### config.mk
export PLATFORM = sky130hd
export DESIGN_NAME = smb_regbank_slave
export DESIGN_NICKNAME = d
export VERILOG_FILES = /design/src/rtl/smb_regbank_slave.sv
export SDC_FILE = /design/constraint.sdc
export NUM_CORES = 1
export LEC_CHECK = 0
export CORE_AREA = 5 5 107 185
export CTS_BUF_LIST = sky130_fd_sc_hd__clkbuf_4
export DETAILED_ROUTE_END_ITERATION = 16
export DIE_AREA = 0 0 112 190
export DONT_BUFFER_PORTS = 1
export PLACE_DENSITY = 0.76
export SYNTH_ARGS = -nofsm -noshare
export SYNTH_HDL_FRONTEND = slang
export SYNTH_SLANG_ARGS = --single-unit
### constraint.sdc
create_clock -name clk -period 7.31 [get_ports clk]
set_input_delay 1.0965 -clock clk [delete_from_list [all_inputs] [get_ports clk]]
set_output_delay 1.0965 -clock clk [all_outputs]
set_load 0.1 [all_outputs]
### src/rtl/smb_regbank_slave.sv
`timescale 1ns/1ps
module smb_regbank_slave #(
  parameter logic [6:0] DEV_ADDR = 7'h69,
  parameter int         SYNC     = 2
) (
  input  logic         clk,
  input  logic         rst_n,
  input  logic         scl_in,
  input  logic         sda_in,
  output logic         sda_oe,
  input  logic [4:0]   strap_fs,
  input  logic         strap_cur,
  input  logic         fault_flag,
  output logic         wr_stb,
  output logic [3:0]   wr_addr,
  output logic [7:0]   wr_data,
  output logic [103:0] regs_q
);
  localparam int         NREG = 13;
  localparam logic [4:0] NR   = 5'(NREG);

  typedef enum logic [2:0] {S_IDLE, S_ADDR, S_CMD, S_CNT, S_WDATA, S_TX} st_t;

  function automatic logic [7:0] wmask(input int i);
    case (i)
      1:       return 8'hE0;
      2:       return 8'h7F;
      5:       return 8'hDF;
      11, 12:  return 8'h00;
      default: return 8'hFF;
    endcase
  endfunction

  function automatic logic [7:0] rstv(input int i);
    case (i)
      1:       return 8'hE0;
      2:       return 8'h7F;
      3:       return 8'hF7;
      4:       return 8'hFF;
      6:       return 8'h08;
      7:       return 8'h40;
      9:       return 8'h1F;
      10:      return 8'h04;
      default: return 8'h00;
    endcase
  endfunction

  logic [SYNC-1:0] scl_sy, sda_sy;
  logic            scl_p, sda_p;
  wire scl_s   = scl_sy[SYNC-1];
  wire sda_s   = sda_sy[SYNC-1];
  wire rise    = scl_s & ~scl_p;
  wire fall    = ~scl_s & scl_p;
  wire start_c = scl_s & scl_p & sda_p & ~sda_s;
  wire stop_c  = scl_s & scl_p & ~sda_p & sda_s;

  always_ff @(posedge clk or negedge rst_n)
    if (!rst_n) begin
      scl_sy <= '1;
      sda_sy <= '1;
      scl_p  <= 1'b1;
      sda_p  <= 1'b1;
    end else begin
      scl_sy <= {scl_sy[SYNC-2:0], scl_in};
      sda_sy <= {sda_sy[SYNC-2:0], sda_in};
      scl_p  <= scl_s;
      sda_p  <= sda_s;
    end

  st_t        st;
  logic [3:0] cnt, cidx;
  logic [7:0] sh, tx, left;
  logic [4:0] ptr;
  logic       blk, mack, first;
  logic [7:0] mem  [NREG];
  logic [7:0] view [NREG];

  always_comb begin
    for (int i = 0; i < NREG; i++) view[i] = mem[i] & wmask(i);
    view[1][4:0] = strap_fs;
    view[2][7]   = strap_cur;
    view[5][5]   = fault_flag;
    view[11]     = 8'h32;
    view[12]     = 8'h11;
  end

  wire [7:0] at_ptr = (ptr < NR) ? view[ptr[3:0]] : 8'h00;
  wire [7:0] nb     = first ? (blk ? 8'(NREG) : view[cidx]) : at_ptr;
  wire       cmd_ok = sh[7] && sh[6:4] == 3'd0 && {1'b0, sh[3:0]} < NR;

  always_ff @(posedge clk or negedge rst_n)
    if (!rst_n) begin
      st <= S_IDLE; cnt <= '0; cidx <= '0; sh <= '0; tx <= '0; left <= '0;
      ptr <= '0; blk <= 1'b0; mack <= 1'b0; first <= 1'b0; sda_oe <= 1'b0;
      wr_stb <= 1'b0; wr_addr <= '0; wr_data <= '0;
    end else begin
      wr_stb <= 1'b0;
      if (stop_c) begin
        st <= S_IDLE; sda_oe <= 1'b0; cnt <= '0;
      end else if (start_c) begin
        st <= S_ADDR; sda_oe <= 1'b0; cnt <= '0;
      end else if (st != S_IDLE) begin
        if (rise) begin
          if (cnt < 4'd8) begin
            sh  <= {sh[6:0], sda_s};
            cnt <= cnt + 4'd1;
          end else if (cnt == 4'd8) begin
            mack <= ~sda_s;
            cnt  <= 4'd9;
          end
        end else if (fall) begin
          if (cnt == 4'd8) begin
            sda_oe <= 1'b0;
            case (st)
              S_ADDR:
                if (sh[7:1] == DEV_ADDR) begin
                  sda_oe <= 1'b1;
                  first  <= 1'b1;
                  st     <= sh[0] ? S_TX : S_CMD;
                end else st <= S_IDLE;
              S_CMD:
                if (sh == 8'h00) begin
                  sda_oe <= 1'b1; blk <= 1'b1; st <= S_CNT;
                end else if (cmd_ok) begin
                  sda_oe <= 1'b1; blk <= 1'b0; cidx <= sh[3:0];
                  ptr <= {1'b0, sh[3:0]}; left <= 8'd1; st <= S_WDATA;
                end else st <= S_IDLE;
              S_CNT: begin
                sda_oe <= 1'b1; left <= sh; ptr <= '0; st <= S_WDATA;
              end
              S_WDATA:
                if (left != 8'd0 && ptr < NR) begin
                  sda_oe  <= 1'b1;
                  wr_stb  <= 1'b1;
                  wr_addr <= ptr[3:0];
                  wr_data <= sh;
                  ptr     <= ptr + 5'd1;
                  left    <= left - 8'd1;
                end else st <= S_IDLE;
              default: ;
            endcase
          end else if (cnt == 4'd9) begin
            cnt    <= '0;
            sda_oe <= 1'b0;
            if (st == S_TX) begin
              if (first || mack) begin
                tx     <= nb;
                sda_oe <= ~nb[7];
                first  <= 1'b0;
                if (first) ptr <= blk ? 5'd0 : {1'b0, cidx} + 5'd1;
                else if (ptr < NR) ptr <= ptr + 5'd1;
              end else st <= S_IDLE;
            end
          end else if (st == S_TX && cnt != 4'd0) begin
            sda_oe <= ~tx[3'd7 - cnt[2:0]];
          end
        end
      end
    end

  always_ff @(posedge clk or negedge rst_n)
    if (!rst_n) begin
      for (int i = 0; i < NREG; i++) mem[i] <= rstv(i);
    end else if (wr_stb) begin
      mem[wr_addr] <= (mem[wr_addr] & ~wmask(int'(wr_addr))) | (wr_data & wmask(int'(wr_addr)));
    end

  for (genvar g = 0; g < NREG; g++) begin : g_img
    assign regs_q[g*8 +: 8] = mem[g];
  end

  assert_idle_released_R1: assert property (@(posedge clk) disable iff (!rst_n)
    st == S_IDLE |-> !sda_oe);
  assert_drive_scl_low_R2: assert property (@(posedge clk) disable iff (!rst_n)
    !$stable(sda_oe) |-> !scl_p);
  assert_ack_ninth_R2: assert property (@(posedge clk) disable iff (!rst_n)
    $rose(sda_oe) |-> (cnt == 4'd8 || st == S_TX));
  assert_strobe_single_R5: assert property (@(posedge clk) disable iff (!rst_n)
    wr_stb |=> !wr_stb);
  assert_strobe_range_R7: assert property (@(posedge clk) disable iff (!rst_n)
    wr_stb |-> {1'b0, wr_addr} < NR);
  assert_stop_idle_R9: assert property (@(posedge clk) disable iff (!rst_n)
    stop_c |=> (st == S_IDLE && !sda_oe));
  assert_start_addr_R9: assert property (@(posedge clk) disable iff (!rst_n)
    start_c |=> (st == S_ADDR && cnt == 4'd0));
endmodule

# == Word level (Yosys, flattened, before mapping) ==
# Cells that the tools add are included.
# totals
reg_bits,167
word_cells,223
# op_classes
addsub,5
magnitude_cmp,8
eq_ne,28
n_mux,88
bitwise_logic,26
reduce_logical,37
# ops
operator,count
two-way mux 8 bit,14
bitwise mux 104 bit,1
binary-select mux 8 bit (select 4 bit),3
two-way mux 5 bit,10
two-way mux 3 bit,14
two-way mux 4 bit,9
demux 8 bit (select 4 bit),1
case mux 8 bit (4 select lines),1
two-way mux 1 bit,30
case mux 8 bit (3 select lines),1
AND reduction 8 bit,3
AND reduction 10 bit,2
nonzero test 4 bit,5
AND reduction 9 bit,2
bitwise AND 8 bit,2
== test 4 bit (second input constant),4
greater-or-equal comparator 5 bit (second input constant),3
inverter 4 -> 5 bit,3
case mux 5 bit (3 select lines),1
nonzero test 3 bit,5
AND reduction 13 bit,1
inverter 1 bit,12
case mux 3 bit (4 select lines),1
AND reduction 5 bit,2
40 further kinds,62

# == Logic depth before layout (Yosys ltp) ==
# Gate-level depths: netlist (run 1).
# logic_depth
word_depth,16
depth_mapped,9
mapped_depth_nobuf,8

# == Worst setup path before layout (run 1) ==
# No wires, ideal clock.
# synth_timing
path_type,flip-flop to flip-flop
startpoint,register wr_addr[2]
endpoint,register mem (netlist bit regs_q[58])
setup_time_ns,0.140
arrival_ns,2.264
required_ns,7.170
path_slack_ns,4.907
path_stages_with_launch,8
path_cell_list,dfrtp_1 clkbuf_1 and3b_1 clkbuf_1 nand3_1 clkbuf_1 nand2_1 o21ai_0
# synth_via
elab_chain_cells,8
word_cells_on_any_way,22
cone_classes,order compare: 2; eq/ne: 5; mux: 8; bitwise: 5; reduce/logical: 2
# synth_lines
element,line_no,text
from (decl),15,"output logic [3:0] wr_addr,"
from (signal assigned),135,wr_addr <= ptr[3:0];
== test 4 bit,25,case (i)
OR reduction 2 bit,25,
case mux 8 bit (4 select lines),25,
two-way mux 8 bit,164,end else if (wr_stb) begin
inverter 8 bit,165,mem[wr_addr] <= (mem[wr_addr] & ~wmask(int'(wr_addr))) | (wr_data & wmask(int'(wr_addr)));
bitwise AND 8 bit,165,
OR 8 bit,165,
bitwise mux 104 bit *,165,
"to (signal, indexed assignment)",165,
to (decl),75,logic [7:0] mem [NREG];
# Mark *: on every way between the ends. The rest lies on a longest branch, timed or not. The select of a mux whose other input is x is not followed.
# A chain may end at the register's enable or synchronous reset.

==> results of run 1 <==
## kinds of logic after synthesis
family | Yosys count | synth area share
adders and majority gates | 13 | 0.0183
and+or+nand+nor | 247 | 0.135
DFF | 167 | 0.476
xor gates and xnor gates | 4 | 0.00395
buffers and inverters | 105 | 0.0472
muxes | 103 | 0.161
AOI/OAI and AO/OA | 228 | 0.158
## metrics by stage
| stage | instances | total power [W] | hold slack (ns) | utilization | worst slack, ns |
|---|---|---|---|---|---|
| floorplan | 867 | 0.000990 | 0.345 | - | 4.91 |
| global placement | 1034 | 0.000997 | 0.348 | 0.488 | 4.56 |
| detailed placement | 1034 | 0.000998 | 0.351 | 0.488 | 4.46 |
| CTS | 1066 | 0.00156 | 0.124 | 0.505 | 4.45 |
| global route | 1067 | 0.00161 | 0.104 | 0.505 | 4.17 |
| finish | 1067 | 0.00155 | 0.156 | 0.505 | 4.39 |
## cell type report
cell class	instances	area (µm²)
Fill cell	1615	9040
Sequential cell	167	4230
Multi-Input combinational cell	595	4230
Tap cell	238	298
Clock inverter	15	170
Clock buffer	17	128
Inverter	26	97.6
Timing Repair Buffer	8	60.1
Antenna cell	1	2.50
## power by group through the flow
stage               Sequential [W]  Combinational, W  Clock, W
finish                    0.000948         0.0000335  0.000571
global route              0.000950         0.0000364  0.000622
CTS                       0.000948         0.0000332  0.000579
detailed placement        0.000965         0.0000328         0
global placement          0.000964         0.0000324         0
floorplan                 0.000953         0.0000376         0
## registers in the layout, indices dropped and copies added, names as in the netlist
register,count
regs_q,104
left,8
sh,8
tx,8
wr_data,8
ptr,5
cidx,4
cnt,4
wr_addr,4
st,3
scl_sy,2
sda_sy,2
blk,1
first,1
mack,1
scl_p,1
sda_oe,1
sda_p,1
wr_stb,1
## cells in the mapped netlist, types with 5 or more instances
master	n
sky130_fd_sc_hd__dfrtp_1	128
sky130_fd_sc_hd__nand2_1	110
sky130_fd_sc_hd__o21ai_0	110
sky130_fd_sc_hd__clkbuf_1	57
sky130_fd_sc_hd__nor2_1	43
sky130_fd_sc_hd__dfstp_2	39
sky130_fd_sc_hd__mux2i_1	38
sky130_fd_sc_hd__mux2_2	35
sky130_fd_sc_hd__a21oi_1	30
sky130_fd_sc_hd__mux4_2	28
sky130_fd_sc_hd__inv_1	26
sky130_fd_sc_hd__nand3_1	20
sky130_fd_sc_hd__buf_2	17
sky130_fd_sc_hd__a31oi_1	16
sky130_fd_sc_hd__nor2b_1	14
sky130_fd_sc_hd__nor3_1	14
sky130_fd_sc_hd__ha_1	13
sky130_fd_sc_hd__a221oi_1	10
sky130_fd_sc_hd__a22oi_1	10
sky130_fd_sc_hd__and3_1	7
sky130_fd_sc_hd__o22ai_1	7
sky130_fd_sc_hd__nand2b_1	6
sky130_fd_sc_hd__o211ai_1	6
sky130_fd_sc_hd__o31ai_1	6
sky130_fd_sc_hd__nor3b_1	5
sky130_fd_sc_hd__nor4_1	5
## cell usage in the layout (no fill, tap or decap), types with 4 or more instances in the layout
cell and n:
sky130_fd_sc_hd__a211oi_1 4, sky130_fd_sc_hd__a21oi_1 30, sky130_fd_sc_hd__a221oi_1 10, sky130_fd_sc_hd__a22oi_1 10, sky130_fd_sc_hd__a31oi_1 16, sky130_fd_sc_hd__and3_1 7, sky130_fd_sc_hd__buf_4 8, sky130_fd_sc_hd__clkbuf_4 17
sky130_fd_sc_hd__clkinv_4 4, sky130_fd_sc_hd__dfrtp_1 128, sky130_fd_sc_hd__dfstp_2 39, sky130_fd_sc_hd__ha_1 13, sky130_fd_sc_hd__inv_1 26, sky130_fd_sc_hd__mux2_2 35, sky130_fd_sc_hd__mux2i_1 38, sky130_fd_sc_hd__mux4_2 28
sky130_fd_sc_hd__nand2_1 110, sky130_fd_sc_hd__nand2b_1 6, sky130_fd_sc_hd__nand3_1 20, sky130_fd_sc_hd__nand3b_1 4, sky130_fd_sc_hd__nor2_1 43, sky130_fd_sc_hd__nor2b_1 14, sky130_fd_sc_hd__nor3_1 14, sky130_fd_sc_hd__nor3b_1 5
sky130_fd_sc_hd__nor4_1 5, sky130_fd_sc_hd__o211ai_1 6, sky130_fd_sc_hd__o21ai_0 110, sky130_fd_sc_hd__o22ai_1 7, sky130_fd_sc_hd__o31ai_1 6
## worst register-to-register path, delay by kind of cell, from the launching register on
family           cells  cell delay (ns)
DFF                  1             1.06
muxes                1             0.43
and+or+nand+nor      2             1.38
## metal layers
| layer | vias to the layer above | part of all wire |
|---|---|---|
| li1 | 3037 | - |
| met2 | 329 | 0.54 |
| met4 | 0 | 0.064 |
| met1 | 3347 | 0.33 |
| met3 | 101 | 0.066 |
| met5 | - | 0 |
## how the worst max path moves through the flow
stage | depth (start not counted) | from | slack, ns | to
after floorplan | 7 | wr_addr[2] | 4.91 | regs_q[58]
after global placement | 3 | wr_stb | 4.56 | regs_q[31]
after detailed placement | 3 | wr_stb | 4.46 | regs_q[31]
after CTS | 3 | wr_stb | 4.45 | regs_q[31]
after global routing | 4 | wr_stb | 4.17 | regs_q[27]
final | 3 | wr_stb | 4.39 | regs_q[31]
==> results.txt, run 1 <==
----------------------------------------------------
[Run status]
  Outcome ... complete, no violations

[Setup path]
  CP Max Fanout ... 14
  Setup Crit Path Kind ... reg -> reg
  Worst endpoint data arrival time ... 3.48 ns
  Top Family by Delay on Critical Path ... simple AND/OR/NAND/NOR gates
  CP Capture Type ... flop
  Reg2reg setup slack ... 4.39 ns
  Reg-to-reg critical path startpoint ... wr_stb
  R2r worst-path depth ... 3
  Maximum single-stage delay on the critical path ... 1.06 ns
  Worst Path Buf+Inv ... 0
  Slowest-stage cell, CP ... sky130_fd_sc_hd__dfrtp_1
  Element type at the critical path start ... flop
  Cell breakdown of the critical path ... nor3b_1, nand3_1, mux2_2
  End of the worst register-to-register path ... regs_q[31]
  Worst endpoint required time ... 7.87 ns

[Global routing]
  Initial antenna violation count ... 1
  Met2 routing resource usage after global routing ... 0.432
  Wire length of the first global-routing pass ... 39,500 µm
  Maximum number of pins on one net before global-route repair ... 168
  Final global-route overflow total ... 0
  Met1 Track Usage GR ... 0.244
  Total global routing track utilization ... 0.240
  Most Used Layer, Global Route ... met2
  Number of global-route vias before repair ... 6,840
  Global-route met3 utilization ... 0.0602

[Worst hold path]
  Type of the worst min-delay path ... in -> async

[Synthesis]
  Net Count, Synth ... 891
  Share of flip-flops with an asynchronous set or reset after synthesis ... 1.00
  Number of synthesized register bits ... 167
  Post-synth top flop ... sky130_fd_sc_hd__dfrtp_1
  Area fraction of the dominant cell type after synthesis ... 0.361
  Number of instances in the synthesized netlist ... 867
  Number of distinct library cells after synthesis ... 63
  Most area-consuming cells after synthesis ... sky130_fd_sc_hd__dfrtp_1 (36%), sky130_fd_sc_hd__dfstp_2 (12%), sky130_fd_sc_hd__mux4_2 (7.1%), sky130_fd_sc_hd__o21ai_0 (6.2%), sky130_fd_sc_hd__nand2_1 (4.7%)
  Mean instance size in the synthesized netlist ... 10.2 µm²
  Syn. warnings ... 0
  Dominant cell type by area after synthesis ... sky130_fd_sc_hd__dfrtp_1
  Cell area after technology mapping ... 0.00887 mm²
  Number of flops mapped to enable cells by yosys ... 0
  Share of the yosys chip area belonging to registers ... 0.476

[Floorplan]
  Initial Util ... 0.486
  Total I/O pin count ... 129
  Die span in x ... 112 µm
  Area of the die ... 0.0213 mm²
  DIE HEIGHT ... 190 µm
  CORE AREA ... 0.0183 mm²
  Cell row count ... 66

[STA]
  Setup TNS after final layout ... 0 ns
  Maximum operating frequency ... 0.342 GHz
  Worst slew margin relative to its limit ... 0.248
  Pin slew with the least headroom to its limit ... 1.13 ns
  Max-slew violations ... 0
  Unrepaired setup endpoints after global routing ... false
  Final worst path period share ... 0.400
  Final setup violation count ... 0
  Hold violation total from the final report ... 0
  Period minus WS final ... 2.92 ns
  Clock tree skew after final layout ... 0.0159 ns

[Pwr]
  Total internal power ... 0.00116 W
  Clk pwr share ... 0.368
  Static leakage power ... 3.73 nW
  Power per cell area ... 169 mW/mm²
  Peak VDD IR ... 0.000120 V
  Combinational cell fraction of total power ... 0.022
  Sequential power share ... 0.611
  Switching power of the nets ... 0.000393 W
  Switching portion of total power ... 0.253

[CTS]
  Clock-pin transition on the worst setup and hold timing paths ... 0.15 ns
  Depth of the CTS H-tree ... 4
  Insertion delay to the later sink of the worst-skew pair ... 0.61 ns
  CTS Buffer Depth ... 2
  CTS Root Cell ... sky130_fd_sc_hd__clkbuf_4
  TritonCTS clock tree ... built
  Clock sink total ... 167
  Clock buffers created by TritonCTS ... 17
  Number of gates resized after CTS ... 0
  Hold-fix buffers at CTS ... 0
  Number of buffers inserted to repair setup after CTS ... 0

[Placement]
  Final HPWL from detailed placement ... 18,400 µm
  Dpl cell area ... 0.00891 mm²
  PortBufs ... 0
  Gp weighted congestion ... 0.925

[Detailed routing]
  Routed vias ... 6,814
  DRC ... 0
  Routed wirelength normalized by instance count ... 23.6 µm
  Average via count per standard cell ... 6.39
  Violation count after the first detailed-routing iteration ... 562
  DRT Wirelength ... 25,200 µm
  Number of optimization iterations in the first detailed-route pass ... 7
  Post-route antenna net violation count ... 0

[Finish]
  Number of nets in the final layout ... 839
  Area growth from synthesis to final layout ... 3.79%
  Proportion of layout cells with a drive suffix above 1 ... 0.187
  Total non-filler cell area in the finished layout ... 0.00921 mm²

[Run]
  Maximum Capacitance Violations ... 0

----------------------------------------------------
(Power assumes the default switching activity.)
==> run 2, diff against run 1 <==
ABC_AREA = 1   (was unset)
CORE_AREA = 5 5 113 196   (was 5 5 107 185)
DIE_AREA = 0 0 118 201   (was 0 0 112 190)
clock period = 3.04 ns   (was 7.31 ns; I/O delays follow)
==> results.txt, run 2 <==
----------------------------------------------------
[Synthesis]
  Most area-consuming cells after synthesis ... sky130_fd_sc_hd__dfrtp_1 (32%), sky130_fd_sc_hd__nand2_1 (17%), sky130_fd_sc_hd__dfstp_2 (10%), sky130_fd_sc_hd__o21ai_0 (9.2%), sky130_fd_sc_hd__nand3_1 (6.6%)
  Largest family of logic cells by synthesized area ... simple AND/OR/NAND/NOR gates
  Simple-gate share of the synthesized area ... 0.302 (+0.168)
  Share of flip-flops with an asynchronous set or reset after synthesis ... 1.00 (unchanged)
  Syn. warnings ... 0 (unchanged)
  Number of flops mapped to enable cells by yosys ... 0 (unchanged)
  Compound-gate portion of the synthesized area ... 0.165 (+0.00654)
  Most numerous cell in the Yosys netlist ... sky130_fd_sc_hd__nand2_1
  Number of instances in the synthesized netlist ... 1,417 (+63%)
  Post-synthesis xor/xnor area fraction ... 0.00525 (+0.00130)
  Area fraction of the dominant cell type after synthesis ... 0.320 (-0.0410)
  Cell area after technology mapping ... 0.0100 mm² (+13%)
  Dominant cell type by area after synthesis ... sky130_fd_sc_hd__dfrtp_1
  Number of synthesized register bits ... 167 (unchanged)
  Most numerous cell types in the synthesized netlist ... sky130_fd_sc_hd__nand2_1 (462), sky130_fd_sc_hd__o21ai_0 (183), sky130_fd_sc_hd__inv_1 (144)
  Mean instance size in the synthesized netlist ... 7.06 µm² (-31%)
  Number of distinct library cells after synthesis ... 46 (-27%)
  Mux cell area share after synthesis ... 0 (-0.161)
  Post-synth top flop ... sky130_fd_sc_hd__dfrtp_1
  Adder-cell share of the synthesized area ... 0.0163 (-0.00208)
  Share of the yosys chip area belonging to registers ... 0.422 (-0.0541)
  Net Count, Synth ... 1,441 (+62%)

[Setup path]
  Source of the critical timing path ... wr_addr[1]
  Worst endpoint data arrival time ... 3.29 ns (-0.19 ns)
  CP Max Fanout ... 16 (+2)
  Element type at the critical path start ... flop
  Maximum single-stage delay on the critical path ... 0.58 ns (-0.48 ns)
  Worst Path Buf+Inv ... 2 (+2)
  Worst endpoint required time ... 3.60 ns (-4.27 ns)
  Setup Crit Path Kind ... reg -> reg
  Cell breakdown of the critical path ... inv_1, nor2_4, inv_1, nor2_1, nor2_1, nand2_2, nand2_2, nor2_8, or2_1, nand3_1, nand2_1
  CP Capture Type ... flop
  Slowest-stage cell, CP ... sky130_fd_sc_hd__or2_1
  Reg-to-reg critical path startpoint ... wr_addr[1]
  Top Family by Delay on Critical Path ... simple AND/OR/NAND/NOR gates

[Finish]
  Proportion of layout cells with a drive suffix above 1 ... 0.149 (-0.0385)
  Filler instances ... 2,070 (+28%)
  Top library cells by usage in the layout, fill and taps aside ... sky130_fd_sc_hd__nand2_1 (462), sky130_fd_sc_hd__o21ai_0 (183), sky130_fd_sc_hd__inv_1 (144), sky130_fd_sc_hd__nand3_1 (131), sky130_fd_sc_hd__dfrtp_1 (128)
  Number of nets in the final layout ... 1,512 (+80%)
  Total non-filler cell area in the finished layout ... 0.0112 mm² (+22%)
  Finished Layout Cells ... 1,754 (+64%)
  Flip-flop count of the largest register, all copies and words added ... 104 (unchanged)
  Most common cell after layout, fill and taps aside ... sky130_fd_sc_hd__nand2_1
  Area growth from synthesis to final layout ... 12.0%

[Pwr]
  Switching portion of total power ... 0.251 (-0.00258)
  Static leakage power ... 5.59 nW (+50%)
  Sequential power share ... 0.631 (+0.020)
  Switching power of the nets ... 0.000908 W (+130%)
  Final Power ... 0.00362 W (+130%)
  Combinational cell fraction of total power ... 0.015 (-0.007)
  Peak VDD IR ... 0.000337 V (+180%)
  Clk pwr share ... 0.354 (-0.014)
  Total internal power ... 0.00271 W (+130%)
  Power per cell area ... 323 mW/mm² (+92%)

[Detailed routing]
  Number of optimization iterations in the first detailed-route pass ... 8 (+1)
  Routed wirelength normalized by instance count ... 23.0 µm (-2.6%)
  Routed vias ... 10.4k (+52%)
  DRC ... 0 (unchanged)
  Post-route antenna net violation count ... 0 (unchanged)
  DRT Wirelength ... 40,300 µm (+60%)
  Violation count after the first detailed-routing iteration ... 1,343 (+140%)
  Average via count per standard cell ... 5.92 (-7.3%)

[STA]
  Period minus WS final ... 2.73 ns (-0.193 ns)
  Final worst path period share ... 0.898 (+0.498)
  Pin slew with the least headroom to its limit ... 1.01 ns (-0.121 ns)
  Unrepaired setup endpoints after global routing ... false
  Final setup violation count ... 0 (unchanged)
  Maximum operating frequency ... 0.367 GHz (+7.1%)
  Max-slew violations ... 0 (unchanged)
  Worst slew margin relative to its limit ... 0.329 (+0.0808)
  Hold violation total from the final report ... 167 (+167)
  Clock tree skew after final layout ... 0.0273 ns (+0.0115 ns)
  Hold Worst Slack ... -0.474 ns (-0.629 ns)
  Setup TNS after final layout ... 0 ns (unchanged)

[Floorplan]
  Cell row count ... 70 (+6.1%)
  Total I/O pin count ... 129 (unchanged)
  DIE HEIGHT ... 201 µm (+5.8%)
  Area of the die ... 0.0237 mm² (+11%)
  Initial Util ... 0.488 (+0.00218)
  CORE AREA ... 0.0205 mm² (+12%)
  Die span in x ... 118 µm (+5.4%)

[CTS]
  CTS Buffer Depth ... 2 (unchanged)
  TritonCTS clock tree ... built
  Depth of the CTS H-tree ... 4 (unchanged)
  Clock buffers created by TritonCTS ... 17 (unchanged)
  Number of gates resized after CTS ... 0 (unchanged)
  Hold-fix buffers at CTS ... 2 (+2)
  Number of buffers inserted to repair setup after CTS ... 0 (unchanged)
  Insertion delay to the later sink of the worst-skew pair ... 0.62 ns (about the same)
  CTS Root Cell ... sky130_fd_sc_hd__clkbuf_4
  Clock sink total ... 167 (unchanged)
  Clock-pin transition on the worst setup and hold timing paths ... 0.14 ns (about the same)

[Placement]
  PortBufs ... 0 (unchanged)
  Gp weighted congestion ... 1.05 (+14%)
  Post-placement cell count ... 1,719 (+66%)
  Final HPWL from detailed placement ... 30,300 µm (+64%)
  Dpl cell area ... 0.0109 mm² (+23%)

[Run status]
  Failing checks ... hold timing
  Outcome ... finished with violations

[Worst hold path]
  Type of the worst min-delay path ... in -> async

[Global routing]
  Wire length of the first global-routing pass ... 60,600 µm (+54%)
  Final global-route overflow total ... 0 (unchanged)
  Total global routing track utilization ... 0.337 (+0.0967)
  Number of global-route vias before repair ... 10.0k (+47%)
  Initial antenna violation count ... 1 (unchanged)
  Maximum number of pins on one net before global-route repair ... 168 (unchanged)

[Run]
  Maximum Capacitance Violations ... 0 (unchanged)

----------------------------------------------------
## run 2: cell count changes after synthesis, sizes merged, moves of 37 or more
| cell | delta |
|---|---|
| nand2 | +357 |
| inv | +124 |
| nand3 | +113 |
| o21ai | +79 |
| mux2i | -38 |
| mux2 | -37 |
## run 2: area by class of cell
| class | instances | area, µm² | share of cell area |
|---|---|---|---|
| timing repair buffer | 124 | 936 | 0.0835 |
| tap | 252 | 315 | 0.0281 |
| multi-input combinational | 1025 | 4890 | 0.436 |
| clock buffer | 22 | 165 | 0.0147 |
| clock inverter | 9 | 95.1 | 0.00848 |
| inverter | 153 | 574 | 0.0512 |
| sequential | 167 | 4230 | 0.377 |
| antenna | 2 | 5.00 | 0.000446 |
## run 2: through the flow
| stage | setup WS [ns] | util |
|---|---|---|
| 2_1_floorplan | 0.545 | - |
| 3_3_place_gp | 0.508 | 0.533 |
| 3_5_place_dp | 0.451 | 0.533 |
| 4_1_cts | 0.400 | 0.547 |
| 5_1_grt | 0.167 | 0.547 |
| 6_report | 0.312 | 0.547 |
## run 2: cell families (layout without fill, tap and decap cells)
| kind of cell | Yosys count | count (layout) |
|---|---|---|
| buffers and inverters | 225 | 308 |
| AO/OA/AOI/OAI | 299 | 299 |
| adder cells (fa/ha/maj) | 13 | 13 |
| XOR/XNOR | 6 | 6 |
| other | 0 | 2 |
| flip-flops | 167 | 167 |
| AND/OR/NAND/NOR | 707 | 707 |
## run 2: power by group through the flow
| stage | Combinational, W | Sequential [W] | Clock [W] |
|---|---|---|---|
| 6_report | 0.0000557 | 0.00228 | 0.00128 |
| 5_1_grt | 0.0000675 | 0.00229 | 0.00139 |
| 4_1_cts | 0.0000557 | 0.00228 | 0.00130 |
| 3_5_place_dp | 0.0000524 | 0.00232 | 0 |
| 3_3_place_gp | 0.0000516 | 0.00232 | 0 |
| 2_1_floorplan | 0.0000466 | 0.00231 | 0 |
## run 2: worst paths after layout
kind / end / slack [ns] / cells after the start
worst max-delay path: regs_q[34] / 0.31 / 11
worst min register to register: scl_sy[1] / 0.37 / 0
worst min-delay path: left[5] / -0.47 / 0
min in group clk: tx[5] / 0.33 / 8
max in group asynchronous: regs_q[36] / 3.22 / 0
worst max register to register: regs_q[34] / 0.31 / 11
## run 2: metal layers
layer  global-route usage  up-vias  routed length (µm)
met4                0.271        0                3990
li1                     -     4775                   -
met1                0.351     4868               13400
met2                0.577      531               19900
met3               0.0722      204                3010
met5                    0        -                   0
